## config.mk

```make
export PLATFORM = sky130hd
export DESIGN_NAME = histParamAccum
export DESIGN_NICKNAME = d
export VERILOG_FILES = /design/src/rtl/histAccPkg.sv /design/src/rtl/histAccCtrl.sv /design/src/rtl/histAccDatapath.sv /design/src/rtl/histParamAccum.sv
export SDC_FILE = /design/constraint.sdc
export NUM_CORES = 1
export LEC_CHECK = 0
export BUFFER_PORTS_ARGS = -buffer_cell sky130_fd_sc_hd__buf_2
export CAP_MARGIN = 20
export CORE_AREA = 3 3 66 68
export CTS_CLUSTER_DIAMETER = 40
export DETAILED_ROUTE_END_ITERATION = 16
export DIE_AREA = 0 0 69 71
export GPL_TIMING_DRIVEN = 0
export PLACE_DENSITY = 0.75
export SLEW_MARGIN = 20
export SYNTH_ARGS = -nofsm -noshare
export SYNTH_HDL_FRONTEND = slang
export SYNTH_SLANG_ARGS = --single-unit
```

## constraint.sdc

```tcl
create_clock -name clk -period 7.85 [get_ports clk]
set_input_delay 0.3925 -clock clk [delete_from_list [all_inputs] [get_ports clk]]
set_output_delay 0.3925 -clock clk [all_outputs]
set_load 0.02 [all_outputs]
```

## src/rtl/histAccPkg.sv

```systemverilog
package histAccPkg;

  typedef enum logic [1:0] {
    PH_OFFSET = 2'd0,
    PH_GAIN   = 2'd1,
    PH_DNL    = 2'd2,
    PH_INL    = 2'd3
  } phase_e;

  // strobes from control to datapath
  typedef struct packed {
    logic   preset;
    logic   capture;
    logic   up;
    logic   down;
    phase_e phase;
  } accStrb_t;

endpackage

```

## src/rtl/histAccCtrl.sv

```systemverilog
module histAccCtrl
  import histAccPkg::*;
(
  input  logic       clk,
  input  logic       rstN,
  input  logic [1:0] phaseSel,
  input  logic       phaseStart,
  input  logic       stepEnd,
  input  logic       matchCode,
  input  logic       matchTop,
  output accStrb_t   strb
);

  phase_e curPhase;
  logic   armed;
  phase_e selPhase;

  always_ff @(posedge clk or negedge rstN) begin
    if (!rstN) begin
      curPhase <= PH_OFFSET;
      armed    <= 1'b0;
    end else if (phaseStart) begin
      curPhase <= phase_e'(phaseSel);
      armed    <= 1'b1;
    end
  end

  always_comb begin
    selPhase     = phaseStart ? phase_e'(phaseSel) : curPhase;
    strb.phase   = selPhase;
    strb.preset  = phaseStart;
    strb.capture = stepEnd & ~phaseStart & armed;
    if (selPhase == PH_OFFSET) begin
      strb.up   = armed & matchTop & ~matchCode;
      strb.down = armed & matchCode & ~matchTop;
    end else begin
      strb.up   = armed & matchCode;
      strb.down = 1'b0;
    end
  end

endmodule

```

## src/rtl/histAccDatapath.sv

```systemverilog
module histAccDatapath
  import histAccPkg::*;
#(
  parameter int P    = 5,
  parameter int Z    = 4,
  parameter int HEAD = 3
) (
  input  logic                            clk,
  input  logic                            rstN,
  input  accStrb_t                        strb,
  output logic signed [P+Z+HEAD+Z-1:0]    result,
  output logic                            resultValid
);

  localparam int ACC_W = P + Z + HEAD;
  localparam int RW    = ACC_W + Z;
  localparam int IDEAL = 1 << P;
  localparam int TOTAL = 1 << (P + Z);
  localparam logic signed [ACC_W-1:0] ACC_MAX   = {1'b0, {(ACC_W-1){1'b1}}};
  localparam logic signed [ACC_W-1:0] ACC_MIN   = {1'b1, {(ACC_W-1){1'b0}}};
  localparam logic signed [ACC_W-1:0] NEG_IDEAL = ACC_W'(-IDEAL);
  localparam logic signed [ACC_W-1:0] NEG_TOTAL = ACC_W'(-TOTAL);

  logic signed [ACC_W-1:0] acc;
  logic signed [ACC_W-1:0] stepped;
  logic signed [ACC_W-1:0] presetVal;
  logic signed [ACC_W-1:0] carried;
  logic signed [ACC_W:0]   carryWide;
  logic signed [RW-1:0]    widened;
  logic signed [RW-1:0]    scaled;

  function automatic logic signed [ACC_W-1:0] startOf(phase_e ph);
    case (ph)
      PH_OFFSET: return '0;
      PH_GAIN:   return NEG_TOTAL;
      default:   return NEG_IDEAL;
    endcase
  endfunction

  // saturating up/down step
  always_comb begin
    stepped = acc;
    if (strb.up && acc != ACC_MAX)
      stepped = acc + ACC_W'(1);
    else if (strb.down && acc != ACC_MIN)
      stepped = acc - ACC_W'(1);
  end

  // INL carry: lower by the ideal count, clamp at the negative limit
  always_comb begin
    carryWide = $signed({stepped[ACC_W-1], stepped}) - $signed((ACC_W+1)'(IDEAL));
    if (carryWide[ACC_W] != carryWide[ACC_W-1])
      carried = ACC_MIN;
    else
      carried = carryWide[ACC_W-1:0];
  end

  assign presetVal = startOf(strb.phase);

  // binary-point placement: every result carries P+Z fractional bits
  always_comb begin
    widened = {{Z{stepped[ACC_W-1]}}, stepped};
    case (strb.phase)
      PH_OFFSET: scaled = widened <<< (Z - 1);
      PH_GAIN:   scaled = widened;
      default:   scaled = widened <<< Z;
    endcase
  end

  always_ff @(posedge clk or negedge rstN) begin
    if (!rstN) begin
      acc         <= '0;
      result      <= '0;
      resultValid <= 1'b0;
    end else begin
      resultValid <= strb.capture;
      if (strb.preset) begin
        acc <= presetVal;
      end else if (strb.capture) begin
        result <= scaled;
        acc    <= (strb.phase == PH_INL) ? carried : presetVal;
      end else begin
        acc <= stepped;
      end
    end
  end


  no_wrap_chk: assert property (@(posedge clk) disable iff (!rstN)
    (!$past(strb.preset) && !$past(strb.capture)) |->
      (acc == $past(acc) || acc == $past(acc) + 1 || acc == $past(acc) - 1));


  no_down_chk: assert property (@(posedge clk) disable iff (!rstN)
    (!$past(strb.preset) && !$past(strb.capture) && $past(strb.phase) != PH_OFFSET)
      |-> acc >= $past(acc));


  frac_zero_chk: assert property (@(posedge clk) disable iff (!rstN)
    (resultValid && ($past(strb.phase) == PH_DNL || $past(strb.phase) == PH_INL))
      |-> result[Z-1:0] == '0);

endmodule

```

## src/rtl/histParamAccum.sv

```systemverilog
module histParamAccum
  import histAccPkg::*;
#(
  parameter int P    = 5,
  parameter int Z    = 4,
  parameter int HEAD = 3
) (
  input  logic                         clk,
  input  logic                         rstN,
  input  logic [1:0]                   phaseSel,
  input  logic                         phaseStart,
  input  logic                         stepEnd,
  input  logic                         matchCode,
  input  logic                         matchTop,
  output logic signed [P+Z+HEAD+Z-1:0] result,
  output logic                         resultValid
);

  accStrb_t strb;

  histAccCtrl u_ctrl (
    .clk        (clk),
    .rstN       (rstN),
    .phaseSel   (phaseSel),
    .phaseStart (phaseStart),
    .stepEnd    (stepEnd),
    .matchCode  (matchCode),
    .matchTop   (matchTop),
    .strb       (strb)
  );

  histAccDatapath #(.P(P), .Z(Z), .HEAD(HEAD)) u_dp (
    .clk         (clk),
    .rstN        (rstN),
    .strb        (strb),
    .result      (result),
    .resultValid (resultValid)
  );


  valid_pulse_chk: assert property (@(posedge clk) disable iff (!rstN)
    resultValid |-> $past(stepEnd && !phaseStart));


  result_hold_chk: assert property (@(posedge clk) disable iff (!rstN)
    !resultValid |-> $stable(result));

endmodule

```

Word-level counts from Yosys, hierarchy flattened

Index checks and enable logic that the tools add are counted.

Add/subtract/negate cells: 3
Multiply operators: 0
Divide/modulo/power cells: 0
Magnitude comparators: 0
Equality and inequality tests: 5
Shift operators: 0
Mux-type cells: 10
Bitwise logic cells: 9
Reductions and logical operators: 4

Operators by type and width:

| kind                                                | number |
|---|---|
| 2-to-1 mux 12 bit                                   | 6 |
| one-hot mux 15 bit (2 select lines)                 | 1 |
| inequality test 12 bit (second input constant)      | 2 |
| one-hot mux 12 bit (2 select lines)                 | 1 |
| subtractor 12 x 7 -> 13 bit (second input constant) | 1 |
| adder 12 x 2 -> 12 bit (second input constant)      | 1 |
| subtractor 12 x 2 -> 12 bit (second input constant) | 1 |
| bitwise AND 1 bit                                   | 6 |
| 2-to-1 mux 2 bit                                    | 2 |
| NOT 1 bit                                           | 3 |
| == test 2 x 1 -> 1 bit (second input constant)      | 1 |
| == test 2 bit (second input constant)               | 1 |
| logical AND 1 bit                                   | 2 |
| zero test 2 bit                                     | 1 |
| AND reduction 2 bit                                 | 1 |
| inequality test 1 bit                               | 1 |

Bits in registers: 32
Latch bits: 0
Memory bits (writable): 0
Memory bits (read-only): 0
Bits of input ports: 8
Output and inout bits: 17
Logic and storage cells: 36
Memories: 0

Depth between registers and ports, before layout

Word-level depth: 12
Depth in mapped cells: 17
Mapped depth without buffers: 16

Modules after synthesis

From an unflattened synthesis, not the netlist that was laid out.

Cell total of the unflattened synthesis: 282
Area, all modules: 2391.0 sq um

Modules (own cells, without submodules):

| module          | instances | cells an instance | area each (sq um) | sequential area each (sq um) |
|---|---|---|---|---|
| histAccDatapath | 1         | 266               | 2223.4            | 725.7 |
| histAccCtrl     | 1         | 16                | 167.7             | 75.1 |

Least setup slack after synthesis

OpenSTA, ideal clock, no wires.

Path kind: input to register
From: input port phaseStart
To: register u_dp.acc[10]
Library setup time: 69 ps
Arrival time: 3879 ps
Required time: 7781 ps
Setup slack: 3901 ps
Stages: 16
Path buffers: 1
Cells stage by stage: buf_6 -> mux2i_2 -> inv_2 -> nor4_1 -> o21ai_1 -> o32ai_1 -> xnor2_1 -> ha_1 -> nand3_1 -> nor3_1 -> xnor2_1 -> ha_1 -> nor3_1 -> nand2_1 -> or4_1 -> nand3_1

Word-level cells in the longest chain between the ends: 12
Elaborated cells on any way between the ends: 19
Those cells by class: add/sub: 1; eq/ne: 3; mux: 9; bitwise: 3; reduce/logical: 3

Ends and longest elaborated chain:

| item                        | line                                     | RTL |
|---|---|---|
| start: declaration          | histParamAccum.sv:11                     | `input logic phaseStart,` |
| 2-to-1 mux 2 bit            | --                                       |  |
| zero test 2 bit             | histAccCtrl.sv:33, histAccDatapath.sv:33 |  |
| 2-to-1 mux 2 bit            | histAccCtrl.sv:33                        | `if (selPhase == PH_OFFSET) begin` |
| logical AND 1 bit           | histAccDatapath.sv:45                    | `else if (strb.down && acc != ACC_MIN)` |
| 2-to-1 mux 12 bit           | histAccDatapath.sv:45                    |  |
| 2-to-1 mux 12 bit           | histAccDatapath.sv:43                    | `if (strb.up && acc != ACC_MAX)` |
| subtractor 12 x 7 -> 13 bit | histAccDatapath.sv:51                    | `carryWide = $signed({stepped[ACC_W-1], stepped}) - $signed((ACC_W+1)'(IDEAL));` |
| inequality test 1 bit       | histAccDatapath.sv:52                    | `if (carryWide[ACC_W] != carryWide[ACC_W-1])` |
| 2-to-1 mux 12 bit           | histAccDatapath.sv:52                    |  |
| 2-to-1 mux 12 bit           | histAccDatapath.sv:81                    | `acc <= (strb.phase == PH_INL) ? carried : presetVal;` |
| 2-to-1 mux 12 bit           | histAccDatapath.sv:79                    | `end else if (strb.capture) begin` |
| 2-to-1 mux 12 bit *         | histAccDatapath.sv:77                    | `if (strb.preset) begin` |
| end signal: assignment      | histAccDatapath.sv:78                    | `acc <= presetVal;` |
| end signal: assignment      | histAccDatapath.sv:81                    |  |
| end signal: assignment      | histAccDatapath.sv:83                    | `acc <= stepped;` |
| end: declaration            | histAccDatapath.sv:24                    | `logic signed [ACC_W-1:0] acc;` |

Every way passes the cells marked *; elsewhere a longest branch is shown, timed or not.
A chain may end at the register's enable or synchronous reset.

Worst setup path after layout

From: register u_ctrl.curPhase[1]
To: register u_dp.acc[10]

Word-level cells in the longest chain between the ends: 12
Elaborated cells on any way between the ends: 16
Those cells by class: add/sub: 1; eq/ne: 3; mux: 9; reduce/logical: 3

Ends and longest elaborated chain:

| item                        | line                                     | RTL |
|---|---|---|
| start: declaration          | histAccCtrl.sv:14                        | `phase_e curPhase;` |
| start signal: assignment    | histAccCtrl.sv:23                        | `curPhase <= phase_e'(phaseSel);` |
| 2-to-1 mux 2 bit *          | --                                       |  |
| zero test 2 bit             | histAccCtrl.sv:33, histAccDatapath.sv:33 |  |
| 2-to-1 mux 2 bit            | histAccCtrl.sv:33                        |  |
| logical AND 1 bit           | histAccDatapath.sv:45                    |  |
| 2-to-1 mux 12 bit           | histAccDatapath.sv:45                    |  |
| 2-to-1 mux 12 bit           | histAccDatapath.sv:43                    |  |
| subtractor 12 x 7 -> 13 bit | histAccDatapath.sv:51                    |  |
| inequality test 1 bit       | histAccDatapath.sv:52                    |  |
| 2-to-1 mux 12 bit           | histAccDatapath.sv:52                    |  |
| 2-to-1 mux 12 bit           | histAccDatapath.sv:81                    |  |
| 2-to-1 mux 12 bit           | histAccDatapath.sv:79                    |  |
| 2-to-1 mux 12 bit *         | histAccDatapath.sv:77                    |  |

Marks and branches as above.

==> out/metrics.yaml <==
synth_warnings: 0
grt_max_degree: 33
avgSynthCellArea_um2: 8.49
yosys.area.top_type_share_pct: 37.9
finalNetCount: 292
vias: 2042
synthCells: 249
die_area_mm2: 0.00490
clkTransAtPathRegs_ps: 70
cts_buffers: 5
cts_hold_buf: 0
grt.total_usage_pct: 22.1
fmax_mhz: 206
netlist-cell-type-count: 51
synth_common_cells: "dfrtp_1 (32), nand2_1 (31), nor2_1 (20), o21ai_0 (19), a21oi_1 (18)"
coreArea_mm2: 0.00391
hold_viol: 0
chipHeight_um: 71
start_kind: "flop"
die_x_um: 69
drc: 0
skew_ps: 8.61
outcome: "finished clean"
cp_max_fo: 9
ys_ff_latch: 32
ys_seq_area_share_pct: 37.9
vdd_drop_max_mv: 0.166
ys.flop_type: "dfrtp_1"
dpl_cell_area_mm2: 0.00230
antenna_found_initial: 0
fin_cells: 331
dpl.cell_count: 323
finalCritPeriodShare_pct: 61.9
io-pin-count: 25
drv_cap: 0
r2r_slack_ps: 2990
timing.final.ws_setup_ps: 2990
reg2reg_depth: 16
leakagePower_nw: 1.04
r2r_end: "u_dp.acc[10]"
routed_wl_um: 5210
rsz0062_at_grt: "no"
r2r-start: "u_ctrl.curPhase[1]"
cp-end-kind: "flop"
fillers: 320
initial_utilization_pct: 54.0
setup_viol: 0
drt-wirelength-per-cell_um: 15.7
endpoint: "u_dp.acc[10]"
async_reset_ff_share_pct: 100
pre_cts_ws_ps: 2940
slew_headroom_pct: 52.9
cts_tree: "done"
yosys-top-cells-area: "dfrtp_1 (38%), nand2_1 (5.5%), o21ai_0 (4.5%)"
grt_pass1_wl_um: 8780
yosysTopAreaCell: "dfrtp_1"
synth_nets: 261
first_global_vias: 1958
final_max_slew_viol_count: 0
ant_nets: 0
cts.sinks: 32
p_total_uw: 531
dp_hpwl_um: 3780
syn2layout_area_growth_pct: 14.1
arrival_ps: 5080
clockBufferDepth: 2
whs_ps: 132
worstSetupPathType: "flop to flop"
tightest_slew_ps: 701
diodes: 0
num_rows: 23
yosysMostFrequentCell: "dfrtp_1"
fin_util_pct: 61.6
period_minus_slack_ps: 4860
place.gp.congestion: 0.894
synth-edff-count: 0
post_cts_resized: 0
fin_area_mm2: 0.00241
power_density_mw_per_mm2: 220
cp_data_required_time_ps: 8070
finalSetupTns_ps: 0
cp-startpoint: "u_ctrl.curPhase[1]"
drive_above_1_share_pct: 16.7
htreeDepth: 2
numPortBuffers: 24
syn-cell-area_mm2: 0.00211
viasPerCell: 6.17
cts_root_buffer: "clkbuf_8"
grt-ovfl-total: 0
post-cts-setup-buffer-count: 0
hold_path.class: "primary input to async pin"
drt_first_iter_violations: 201
clkLatencyLatePin_ps: 290
drtPass1Iterations: 4
## critical path, cell delays in order (launching register included)
cell and delay (ps):
dfrtp_1 400, mux2i_2 420, inv_2 160, nor4_1 490
o21ai_1 210, o32ai_1 390, xnor2_1 370, ha_1 290
nand3_1 140, nor3_1 230, xnor2_1 150, ha_1 250
nor3_1 580, o21ai_0 260, inv_1 170, o311ai_0 150
nand3_1 130
## placed cells by master, fill, tap and decap left out, types with 4 or more instances in the layout
master / instances
ha_1: 4
nand2_1: 31
clkbuf_1: 10
xor2_1: 4
clkbuf_8: 5
inv_1: 7
nor2_1: 20
a21oi_1: 18
nor3_1: 10
o22ai_1: 4
dfrtp_1: 32
o211ai_1: 5
nand3_1: 15
buf_2: 24
o21ai_0: 19
xnor2_1: 7
a22o_1: 4
## area by class of cell
class	count	area, um^2	area share (%)
Multi-Input combinational cell	197	1230	51.0
Clock inverter	3	46.3	1.92
Buffer	11	48.8	2.02
Tap cell	50	62.6	2.59
Timing Repair Buffer	24	120	4.98
Clock buffer	5	68.8	2.85
Inverter	9	33.8	1.40
Sequential cell	32	801	33.2
## registers in the layout (all words and copies together) (netlist names)
name and count:
u_dp.result 16, u_ctrl.armed 1, u_dp.resultValid 1, u_dp.acc 12
u_ctrl.curPhase 2
## worst min-delay path by stage
stage	start	endpoint	slack, ps
floorplan	rstN	u_ctrl.armed	100
global placement	rstN	u_dp.acc[1]	460
detailed placement	rstN	u_dp.acc[1]	470
CTS	rstN	u_dp.result[2]	150
global route	rstN	u_dp.result[0]	170
finish	rstN	u_dp.result[2]	130
## cell families after synthesis
family / Yosys count / share of synthesized area [%]
and+or+nand+nor: 99 / 23.6
AOI/OAI and AO/OA: 79 / 25.4
adders and majority gates: 4 / 2.37
xor gates and xnor gates: 11 / 4.56
muxes: 4 / 2.25
buffers and inverters: 20 / 3.91
DFF: 32 / 37.9
## report_power, final
| part | internal (mW) | switching, mW |
|---|---|---|
| Combinational | 0.0569 | 0.108 |
| Sequential | 0.188 | 0.0192 |
| Clock | 0.0955 | 0.0640 |
| Total | 0.340 | 0.191 |
## routing by layer
layer | part of all wire (%) | wire length (um) | GRT usage, %
met4 | 2.7 | 141 | 11.1
met1 | 44 | 2320 | 28.3
met5 | 0 | 0 | 0
met2 | 47 | 2450 | 35.3
met3 | 5.9 | 305 | 4.83
Note: power is estimated with default switching activity, not from simulation.
